<file path="src/rtl/usbh_sched_pkg.sv">
package usbh_sched_pkg;

  typedef enum logic [1:0] {
    HS_OK    = 2'b00,
    HS_NAK   = 2'b01,
    HS_STALL = 2'b10,
    HS_ERR   = 2'b11
  } hs_code_e;

  typedef enum logic [1:0] {
    ST_IDLE = 2'b00,
    ST_WAIT = 2'b01,
    ST_GAP  = 2'b10
  } sched_state_e;

endpackage

</file>
<file path="src/rtl/usbh_ch_elig.sv">
module usbh_ch_elig #(
  parameter int NCH  = 6,
  parameter int MPSW = 11,
  parameter int CNTW = 13
) (
  input  logic [NCH-1:0]      en,
  input  logic [NCH-1:0]      dir_in,
  input  logic [NCH-1:0]      halted,
  input  logic [NCH*MPSW-1:0] mps,
  input  logic [NCH*CNTW-1:0] free_cnt,
  input  logic [NCH*CNTW-1:0] fill_cnt,
  output logic [NCH-1:0]      req
);

  for (genvar g = 0; g < NCH; g++) begin : g_ch
    logic [CNTW-1:0] mps_ext;
    logic [CNTW-1:0] room;
    logic [CNTW-1:0] data;
    logic            enough;

    assign mps_ext = CNTW'(mps[g*MPSW +: MPSW]);
    assign room    = free_cnt[g*CNTW +: CNTW];
    assign data    = fill_cnt[g*CNTW +: CNTW];
    assign enough  = dir_in[g] ? (room >= mps_ext) : (data >= mps_ext);
    assign req[g]  = en[g] & ~halted[g] & (mps_ext != '0) & enough;
  end

endmodule

</file>
<file path="src/rtl/usbh_rr_pick.sv">
module usbh_rr_pick #(
  parameter int NCH = 6,
  localparam int CHW = (NCH > 1) ? $clog2(NCH) : 1
) (
  input  logic [NCH-1:0] req,
  input  logic [CHW-1:0] last,
  output logic           pick_vld,
  output logic [CHW-1:0] pick_idx
);

  always_comb begin
    int cand;
    pick_vld = 1'b0;
    pick_idx = '0;
    cand     = 0;
    for (int k = 0; k < NCH; k++) begin
      cand = (int'(last) + 1 + k) % NCH;
      if (!pick_vld && req[cand]) begin
        pick_vld = 1'b1;
        pick_idx = cand[CHW-1:0];
      end
    end
  end

endmodule

</file>
<file path="src/rtl/usbh_halt_flags.sv">
module usbh_halt_flags #(
  parameter int NCH = 6
) (
  input  logic           clk,
  input  logic           rst,
  input  logic [NCH-1:0] set_vec,
  input  logic [NCH-1:0] clr_vec,
  output logic [NCH-1:0] halted
);

  always_ff @(posedge clk) begin
    if (rst) begin
      halted <= '0;
    end else begin
      halted <= (halted & ~clr_vec) | set_vec;
    end
  end

endmodule

</file>
<file path="src/rtl/usbh_chan_sched.sv">
module usbh_chan_sched
  import usbh_sched_pkg::*;
#(
  parameter int NCH  = 6,
  parameter int EPW  = 4,
  parameter int MPSW = 11,
  parameter int CNTW = 13,
  localparam int CHW = (NCH > 1) ? $clog2(NCH) : 1
) (
  input  logic                clk,
  input  logic                rst,
  input  logic [NCH-1:0]      cfg_en,
  input  logic [NCH-1:0]      cfg_dir_in,
  input  logic [NCH*EPW-1:0]  cfg_ep,
  input  logic [NCH*MPSW-1:0] cfg_mps,
  input  logic [NCH-1:0]      clr_halt,
  input  logic [NCH*CNTW-1:0] buf_free,
  input  logic [NCH*CNTW-1:0] buf_fill,
  input  logic                hs_valid,
  input  logic [1:0]          hs_code,
  output logic                tok_valid,
  output logic [CHW-1:0]      tok_ch,
  output logic [EPW-1:0]      tok_ep,
  output logic                tok_in,
  output logic [MPSW-1:0]     tok_len,
  output logic [NCH-1:0]      commit_pulse,
  output logic [NCH-1:0]      consume_pulse,
  output logic [NCH-1:0]      halted
);

  sched_state_e   state;
  logic [CHW-1:0] last_ch;
  logic [NCH-1:0] req;
  logic           pick_vld;
  logic [CHW-1:0] pick_idx;
  logic [NCH-1:0] stall_set;
  hs_code_e       code;
  logic           hs_take;

  assign code    = hs_code_e'(hs_code);
  assign hs_take = (state == ST_WAIT) && hs_valid;

  usbh_ch_elig #(.NCH(NCH), .MPSW(MPSW), .CNTW(CNTW)) i_elig (
    .en       (cfg_en),
    .dir_in   (cfg_dir_in),
    .halted   (halted),
    .mps      (cfg_mps),
    .free_cnt (buf_free),
    .fill_cnt (buf_fill),
    .req      (req)
  );

  usbh_rr_pick #(.NCH(NCH)) i_pick (
    .req      (req),
    .last     (last_ch),
    .pick_vld (pick_vld),
    .pick_idx (pick_idx)
  );

  always_comb begin
    stall_set = '0;
    if (hs_take && code == HS_STALL) stall_set[tok_ch] = 1'b1;
  end

  usbh_halt_flags #(.NCH(NCH)) i_halt (
    .clk     (clk),
    .rst     (rst),
    .set_vec (stall_set),
    .clr_vec (clr_halt),
    .halted  (halted)
  );

  always_ff @(posedge clk) begin
    if (rst) begin
      state         <= ST_IDLE;
      last_ch       <= CHW'(NCH - 1);
      tok_valid     <= 1'b0;
      tok_ch        <= '0;
      tok_ep        <= '0;
      tok_in        <= 1'b0;
      tok_len       <= '0;
      commit_pulse  <= '0;
      consume_pulse <= '0;
    end else begin
      commit_pulse  <= '0;
      consume_pulse <= '0;
      case (state)
        ST_IDLE: begin
          if (pick_vld) begin
            tok_valid <= 1'b1;
            tok_ch    <= pick_idx;
            tok_ep    <= cfg_ep[pick_idx*EPW +: EPW];
            tok_in    <= cfg_dir_in[pick_idx];
            tok_len   <= cfg_mps[pick_idx*MPSW +: MPSW];
            last_ch   <= pick_idx;
            state     <= ST_WAIT;
          end
        end
        ST_WAIT: begin
          if (hs_valid) begin
            tok_valid <= 1'b0;
            state     <= ST_GAP;
            if (code == HS_OK) begin
              if (tok_in) commit_pulse[tok_ch]  <= 1'b1;
              else        consume_pulse[tok_ch] <= 1'b1;
            end
          end
        end
        default: begin
          state <= ST_IDLE;
        end
      endcase
    end
  end

endmodule

</file>
<file path="config.mk">
export PLATFORM = sky130hd
export DESIGN_NAME = usbh_chan_sched
export DESIGN_NICKNAME = d
export VERILOG_FILES = /design/src/rtl/usbh_sched_pkg.sv /design/src/rtl/usbh_ch_elig.sv /design/src/rtl/usbh_rr_pick.sv /design/src/rtl/usbh_halt_flags.sv /design/src/rtl/usbh_chan_sched.sv
export SDC_FILE = /design/constraint.sdc
export NUM_CORES = 1
export LEC_CHECK = 0
export BUFFER_PORTS_ARGS = -buffer_cell sky130_fd_sc_hd__buf_2
export CAP_MARGIN = 10
export CORE_AREA = 2 2 135 137
export DETAILED_ROUTE_END_ITERATION = 10
export DIE_AREA = 0 0 137 139
export PLACE_DENSITY = 0.79
export RECOVER_POWER = 50
export SYNTH_ARGS = -nofsm -noshare
export SYNTH_HDL_FRONTEND = slang
export SYNTH_SLANG_ARGS = --single-unit
</file>
<file path="constraint.sdc">
create_clock -name clk -period 5.2 [get_ports clk]
set_input_delay 0.78 -clock clk [delete_from_list [all_inputs] [get_ports clk]]
set_output_delay 0.78 -clock clk [all_outputs]
set_load 0.01 [all_outputs]
</file>
==> results of run 1 <==
[through the flow]
stage	power (mW)	hold WS (ps)
6_report	7.50	459
5_1_grt	8.03	473
4_1_cts	7.27	454
3_5_place_dp	6.92	445
3_3_place_gp	6.86	443
2_1_floorplan	5.34	473
[where the power goes]
part	leakage (nW)	switching [mW]	internal, mW	total (mW)
Sequential	0.344	0.0655	0.410	0.476
Clock	0.0704	0.143	0.181	0.324
Combinational	4.43	3.95	2.75	6.70
[worst paths after layout]
| path | start | to | slack (ps) | cells past startpoint |
|---|---|---|---|---|
| worst min-delay path | tok_ep[3]$_SDFFE_PP0P_ | tok_ep[3]$_SDFFE_PP0P_ | 460 | 2 |
| worst max register to register | tok_ch[1]$_SDFFE_PP0P_ | tok_len[2]$_SDFFE_PP0P_ | 240 | 18 |
| worst min register to register | tok_ep[3]$_SDFFE_PP0P_ | tok_ep[3]$_SDFFE_PP0P_ | 460 | 2 |
| worst max-delay path | tok_ch[1]$_SDFFE_PP0P_ | tok_len[2]$_SDFFE_PP0P_ | 240 | 18 |
[final cells by class]
class,count,share of cell area
Multi-Input combinational cell,897,0.666
Timing Repair Buffer,341,0.173
Sequential cell,42,0.0831
Inverter,92,0.0343
Tap cell,229,0.0283
Clock buffer,5,0.0124
Clock inverter,3,0.00247
[timing repair]
| action | in CTS | in global routing |
|---|---|---|
| resized for setup | 0 | 12 |
| hold buffers | 0 | 0 |
| setup endpoints to repair | 0 | 12 |
[metal layers]
metal / wire length (µm) / part of all wire / global-route usage
met1: 11700 / 0.40 / 0.357
met2: 14400 / 0.48 / 0.523
met3: 2460 / 0.083 / 0.0530
met4: 1080 / 0.036 / 0.112
met5: 0 / 0 / 0
[synth_stat cells (all sizes together), types with 4 or more instances]
master | number | area share
a311oi | 16 | 0.017
nand3 | 24 | 0.015
nand2b | 22 | 0.017
nand4b | 4 | 0.0043
a31oi | 6 | 0.0073
nand4 | 20 | 0.016
o211ai | 29 | 0.028
buf | 28 | 0.020
and3 | 12 | 0.0093
dfxtp | 42 | 0.10
nand3b | 5 | 0.0047
a21oi | 70 | 0.045
xnor2 | 7 | 0.0076
a2bb2oi | 16 | 0.017
o21a | 9 | 0.0084
nor4 | 21 | 0.018
or2 | 7 | 0.0054
inv | 91 | 0.042
nor2b | 16 | 0.012
nor3 | 29 | 0.021
o211a | 4 | 0.0050
a211oi | 27 | 0.025
nand2 | 116 | 0.054
or4 | 4 | 0.0037
o21ai | 50 | 0.031
o221ai | 16 | 0.017
clkbuf | 19 | 0.0088
ha | 153 | 0.24
mux2i | 37 | 0.046
o2111ai | 4 | 0.0043
mux2 | 8 | 0.011
a22oi | 7 | 0.0065
and2 | 6 | 0.0047
nor2 | 70 | 0.033
a22o | 5 | 0.0054
nor3b | 5 | 0.0047
a2111oi | 4 | 0.0043
o31ai | 4 | 0.0037
o22ai | 6 | 0.0054
[flip-flops by register name, indices dropped and copies added, names as in the netlist, 2 cells and up]
name and flops:
consume_pulse 6, state 2, last_ch 2, commit_pulse 6
i_halt.halted 6, tok_ep 4, tok_len 11, tok_ch 3
[logic make-up after synthesis]
logic type      after synthesis  synth area share
flops                        42             0.104
buf+inv                     139            0.0716
simple gates                375             0.238
xor+xnor                     10            0.0127
mux                          45            0.0575
compound gates              313             0.278
fa+ha+maj                   154             0.238
[worst max-delay path: stages (launching register included)]
cell      delay, ps
dfxtp_1         440
ha_1            290
xor2_4          240
ha_1            270
a21bo_2         250
a31oi_2         420
buf_4           240
xnor2_1          90
o31a_1          260
o32ai_1         150
a22oi_1         210
a211oi_1        350
o21ai_1         170
buf_4           220
and2_1          350
a311oi_1        520
nor2_1           80
o221ai_1        170
a21oi_1          80
==> flow_metrics.env, run 1 <==
export IMPL_synth_seq_cells=42
export IMPL_cts_buffers=5
export IMPL_first_global_vias=9332
export IMPL_post_cts_buffers=0
export IMPL_routed_wl_um=29600
export IMPL_worstSetupEndpointType="register"
export IMPL_drc_errors=0
export IMPL_diodes=0
export IMPL_finalCritPeriodShare=0.953
export IMPL_synth_area_mm2=0.00807
export IMPL_cap_violations=0
export IMPL_cp_max_fo=13
export IMPL_drtIter0Drc=753
export IMPL_clockBufferDepth=2
export IMPL_required_ps=5360
export IMPL_synthFlopType="dfxtp_1"
export IMPL_wl_per_cell_um=18.4
export IMPL_fill_cells=1727
export IMPL_p_leak_nw=4.84
export IMPL_clock_sinks=42
export IMPL_hold_viol_final=0
export IMPL_clkLatencyLatePin_ps=290
export IMPL_port_buffers=306
export IMPL_area_growth_pct=25.3
export IMPL_clk_pin_slew_ps=70
export IMPL_skew_ps=6.61
export IMPL_slew_headroom=0.400
export IMPL_placedCellCount=1601
export IMPL_vias=9659
export IMPL_fmax_mhz=202
export IMPL_hpwl_um=25100
export IMPL_grt_pass1_wl_um=45700
export IMPL_grt_ovfl_total=0
export IMPL_mostFrequentLayoutCell="buf_2"
export IMPL_ys_seq_area_frac=0.104
export IMPL_drtPass1Iterations=5
export IMPL_outcome="complete, no violations"
export IMPL_cts_tree="done"
export IMPL_syn_avg_cell_area_um2=7.49
export IMPL_synth_edff_count=0
export IMPL_drive_above_1_share=0.259
export IMPL_fin_setup_tns_ps=0
export IMPL_netlist_instances=1078
export IMPL_dieArea_mm2=0.0190
export IMPL_row_count=49
export IMPL_grt_max_degree=47
export IMPL_coreArea_mm2=0.0177
export IMPL_yosys_warnings=0
export IMPL_postLayoutCellArea_mm2=0.0101
export IMPL_pre_cts_ws_ps=216
export IMPL_ios=307
export IMPL_ir_drop_mv=0.620
export IMPL_gp_congestion=1.02
export IMPL_cts_root_buffer="clkbuf_16"
export IMPL_cp_arrival_ps=5110
export IMPL_worstSetupPathType="register to register"
export IMPL_setup_ws_ps=244
export IMPL_dieHeight_um=139
export IMPL_final_max_slew_viol_count=0
export IMPL_layout_common_cells="buf_2, ha_1, nand2_1"
export IMPL_final_util=0.573
export IMPL_multi_input_area_mm2=0.00674
export IMPL_start_util=0.457
export IMPL_start_kind="register"
export IMPL_post_dp_cell_area_mm2=0.00994
export IMPL_worstHoldPathType="register to register"
export IMPL_antenna_found_initial=0
export IMPL_fin_cells=1609
export IMPL_async_reset_ff_frac=0
export IMPL_setup_viol_count_final=0
export IMPL_grt_usage=0.298
export IMPL_synthesis_nets=1500
export IMPL_tightest_slew_ps=895
export IMPL_die_x_um=137
export IMPL_vias_per_cell=6.00
export IMPL_cts_max_level=2
export IMPL_p_per_area_mw_per_mm2=742
export IMPL_synth_distinct_cells=91
export IMPL_antenna_left=0
export IMPL_period_needed_ps=4960
export IMPL_nets=1801
export IMPL_register_area_um2=841
Note: power is estimated with default switching activity, not from simulation.
==> inputs of run 2 (changes only) <==
--- a/config.mk
+++ b/config.mk
@@ -7,10 +7,12 @@
 export LEC_CHECK = 0
 export BUFFER_PORTS_ARGS = -buffer_cell sky130_fd_sc_hd__buf_2
 export CAP_MARGIN = 10
-export CORE_AREA = 2 2 135 137
+export CELL_PAD_IN_SITES_DETAIL_PLACEMENT = 0
+export CELL_PAD_IN_SITES_GLOBAL_PLACEMENT = 1
+export CORE_AREA = 2 2 162 164
 export DETAILED_ROUTE_END_ITERATION = 10
-export DIE_AREA = 0 0 137 139
-export PLACE_DENSITY = 0.79
+export DIE_AREA = 0 0 164 166
+export PLACE_DENSITY_LB_ADDON = 0.1
 export RECOVER_POWER = 50
 export SYNTH_ARGS = -nofsm -noshare
 export SYNTH_HDL_FRONTEND = slang
==> run 2 against run 1 <==
Hold slack gained 2.0 ps. Total power grew 2.2%. Non-clock buffer count grew 3. Clock skew grew 3.9 ps. Largest power group unchanged. Fmax grew 1.4%. Worst setup slack gained 68 ps. Sequential share of layout area shrank 0.13 points. Routed wire length grew 7.3%.
==> flow_metrics.env, run 2 (synthesis results as in run 1) <==
export IMPL_antenna_left=0
export IMPL_crit_chain="ha_1, xor2_2, buf_4, ha_1, buf_4, and2_1, nor3_1, o21ai_0, nand2_1, a21o_1, o2bb2ai_1, or4_1, and2_1, and2_1, a311oi_1, nor2_1, o221ai_1, a21oi_1"
export IMPL_critical_path_depth=18
export IMPL_max_stage_delay_ps=560
export IMPL_r2r_slack_ps=310
export IMPL_clock_sinks=42
export IMPL_dieHeight_um=166
export IMPL_fin_cells=1720
export IMPL_slowest_stage="or4_1"
export IMPL_r2r_start="last_ch[0]$_SDFFE_PP1P_"
export IMPL_post_cts_resized=0
export IMPL_cap_violations=0
export IMPL_grt_max_degree=46
export IMPL_postCtsHoldBufs=0
export IMPL_mostFrequentLayoutCell="buf_2"
export IMPL_grt_usage=0.228
export IMPL_outcome="complete, no violations"
export IMPL_period_needed_ps=4890
export IMPL_drc_errors=0
export IMPL_holdWs_ps=461
export IMPL_area_growth_pct=27.2
export IMPL_nets=1804
export IMPL_vias_per_cell=5.37
export IMPL_hpwl_um=27400
export IMPL_p_per_area_mw_per_mm2=747
export IMPL_port_buffers=306
export IMPL_fmax_mhz=205
export IMPL_clockBufferDepth=2
export IMPL_ir_drop_mv=0.645
export IMPL_rsz0062_at_grt="yes"
export IMPL_dieArea_mm2=0.0272
export IMPL_wl_per_cell_um=18.5
export IMPL_cp_max_fo=24
export IMPL_cts_buffers=5
export IMPL_cts_root_buffer="clkbuf_16"
export IMPL_largest_reg_flops=11
export IMPL_row_count=59
export IMPL_reg2regPathDepth=18
export IMPL_drtPass1Iterations=5
export IMPL_fill_cells=2776
export IMPL_worst_path_buf_inv=2
export IMPL_post_cts_buffers=0
export IMPL_start_kind="register"
export IMPL_required_ps=5350
export IMPL_drive_above_1_share=0.256
export IMPL_placedCellCount=1710
export IMPL_tightest_slew_ps=680
export IMPL_power_mw=7.67
export IMPL_p_leak_nw=4.86
export IMPL_crit_path_start="last_ch[0]$_SDFFE_PP1P_"
export IMPL_skew_ps=10.5
export IMPL_rr_endpoint="tok_len[6]$_SDFFE_PP0P_"
export IMPL_cts_tree="done"
export IMPL_setup_viol_count_final=0
export IMPL_start_util=0.315
export IMPL_cp_top_family="simple AND/OR/NAND/NOR gates"
export IMPL_hold_depth=2
export IMPL_postLayoutCellArea_mm2=0.0103
export IMPL_hold_viol_final=0
export IMPL_worstHoldPathType="register to register"
export IMPL_post_dp_cell_area_mm2=0.0101
export IMPL_clk_pin_slew_ps=70
export IMPL_cts_max_level=2
export IMPL_hold_path_end="tok_ep[3]$_SDFFE_PP0P_"
export IMPL_slew_headroom=0.539
export IMPL_gp_congestion=0.909
export IMPL_worstSetupEndpointType="register"
export IMPL_vias=9233
export IMPL_grt_pass1_wl_um=49300
export IMPL_ios=307
export IMPL_worstSetupPathType="register to register"
export IMPL_routed_wl_um=31800
export IMPL_finalCritPeriodShare=0.940
export IMPL_final_util=0.401
export IMPL_drtIter0Drc=581
export IMPL_cp_arrival_ps=5040
export IMPL_largest_register="tok_len"
export IMPL_layout_common_cells="buf_2, ha_1, nand2_1"
export IMPL_min_from="tok_ep[3]$_SDFFE_PP0P_"
export IMPL_die_x_um=164
export IMPL_final_max_slew_viol_count=0
export IMPL_antenna_found_initial=2
export IMPL_grt_ovfl_total=0
export IMPL_clkLatencyLatePin_ps=300
export IMPL_first_global_vias=9213
export IMPL_path_common_cell="and2_1"
export IMPL_coreArea_mm2=0.0256
## run 2: cell types whose count changed in the layout (fill, tap and decap cells not counted), moves of 2 or more
| cell | before | now |
|---|---|---|
| a311oi_2 | 7 | 1 |
| a31oi_2 | 2 | 0 |
| a311oi_1 | 9 | 15 |
| buf_12 | 0 | 3 |
| clkbuf_1 | 33 | 31 |
| diode_2 | 0 | 2 |
## run 2: final cells by class
| cell class | instances | area, µm² | share of cell area |
|---|---|---|---|
| clock inverters | 3 | 25.0 | 0.00244 |
| clock buffers | 5 | 125 | 0.0122 |
| diodes | 2 | 5.00 | 0.000487 |
| flip-flops and latches | 42 | 841 | 0.0819 |
| well taps | 335 | 419 | 0.0408 |
| inverters | 92 | 347 | 0.0338 |
| multi-input cells | 897 | 6690 | 0.652 |
| repair buffers | 344 | 1820 | 0.177 |
## run 2: per-layer routing
metal / share of wire / track usage / vias to the layer above
li1: - / - / 4686
met1: 0.43 / 0.288 / 4215
met2: 0.49 / 0.399 / 282
met3: 0.057 / 0.0330 / 50
met4: 0.026 / 0.0629 / 0
met5: 0 / 0 / -
## run 2: worst register-to-register path, stage by stage (launching register included)
cell and delay (ps):
dfxtp_1 390, ha_1 230, xor2_2 300, buf_4 220, ha_1 140, buf_4 260
and2_1 240, nor3_1 70, o21ai_0 320, nand2_1 190, a21o_1 240, o2bb2ai_1 160
or4_1 560, and2_1 230, and2_1 300, a311oi_1 520, nor2_1 90, o221ai_1 170
a21oi_1 100
## run 2: worst max path at each step
stage	slack (ps)	end
final	310	tok_len[6]$_SDFFE_PP0P_
after global routing	-50	tok_len[6]$_SDFFE_PP0P_
after CTS	280	tok_in$_SDFFE_PP0P_
after detailed placement	80	tok_in$_SDFFE_PP0P_
after global placement	130	tok_in$_SDFFE_PP0P_
after floorplan	30	tok_ep[0]$_SDFFE_PP0P_
## run 2: power breakdown
part | internal [mW] | switching [mW]
sequential | 0.410 | 0.0590
combinational | 2.86 | 4.01
clock | 0.181 | 0.147
## run 2: per-stage QoR
stage	setup slack [ps]	TNS, ps
after floorplan	34.6	0
after global placement	132	0
after detailed placement	83.1	0
after CTS	276	0
after global routing	-47.5	-120
final	312	0
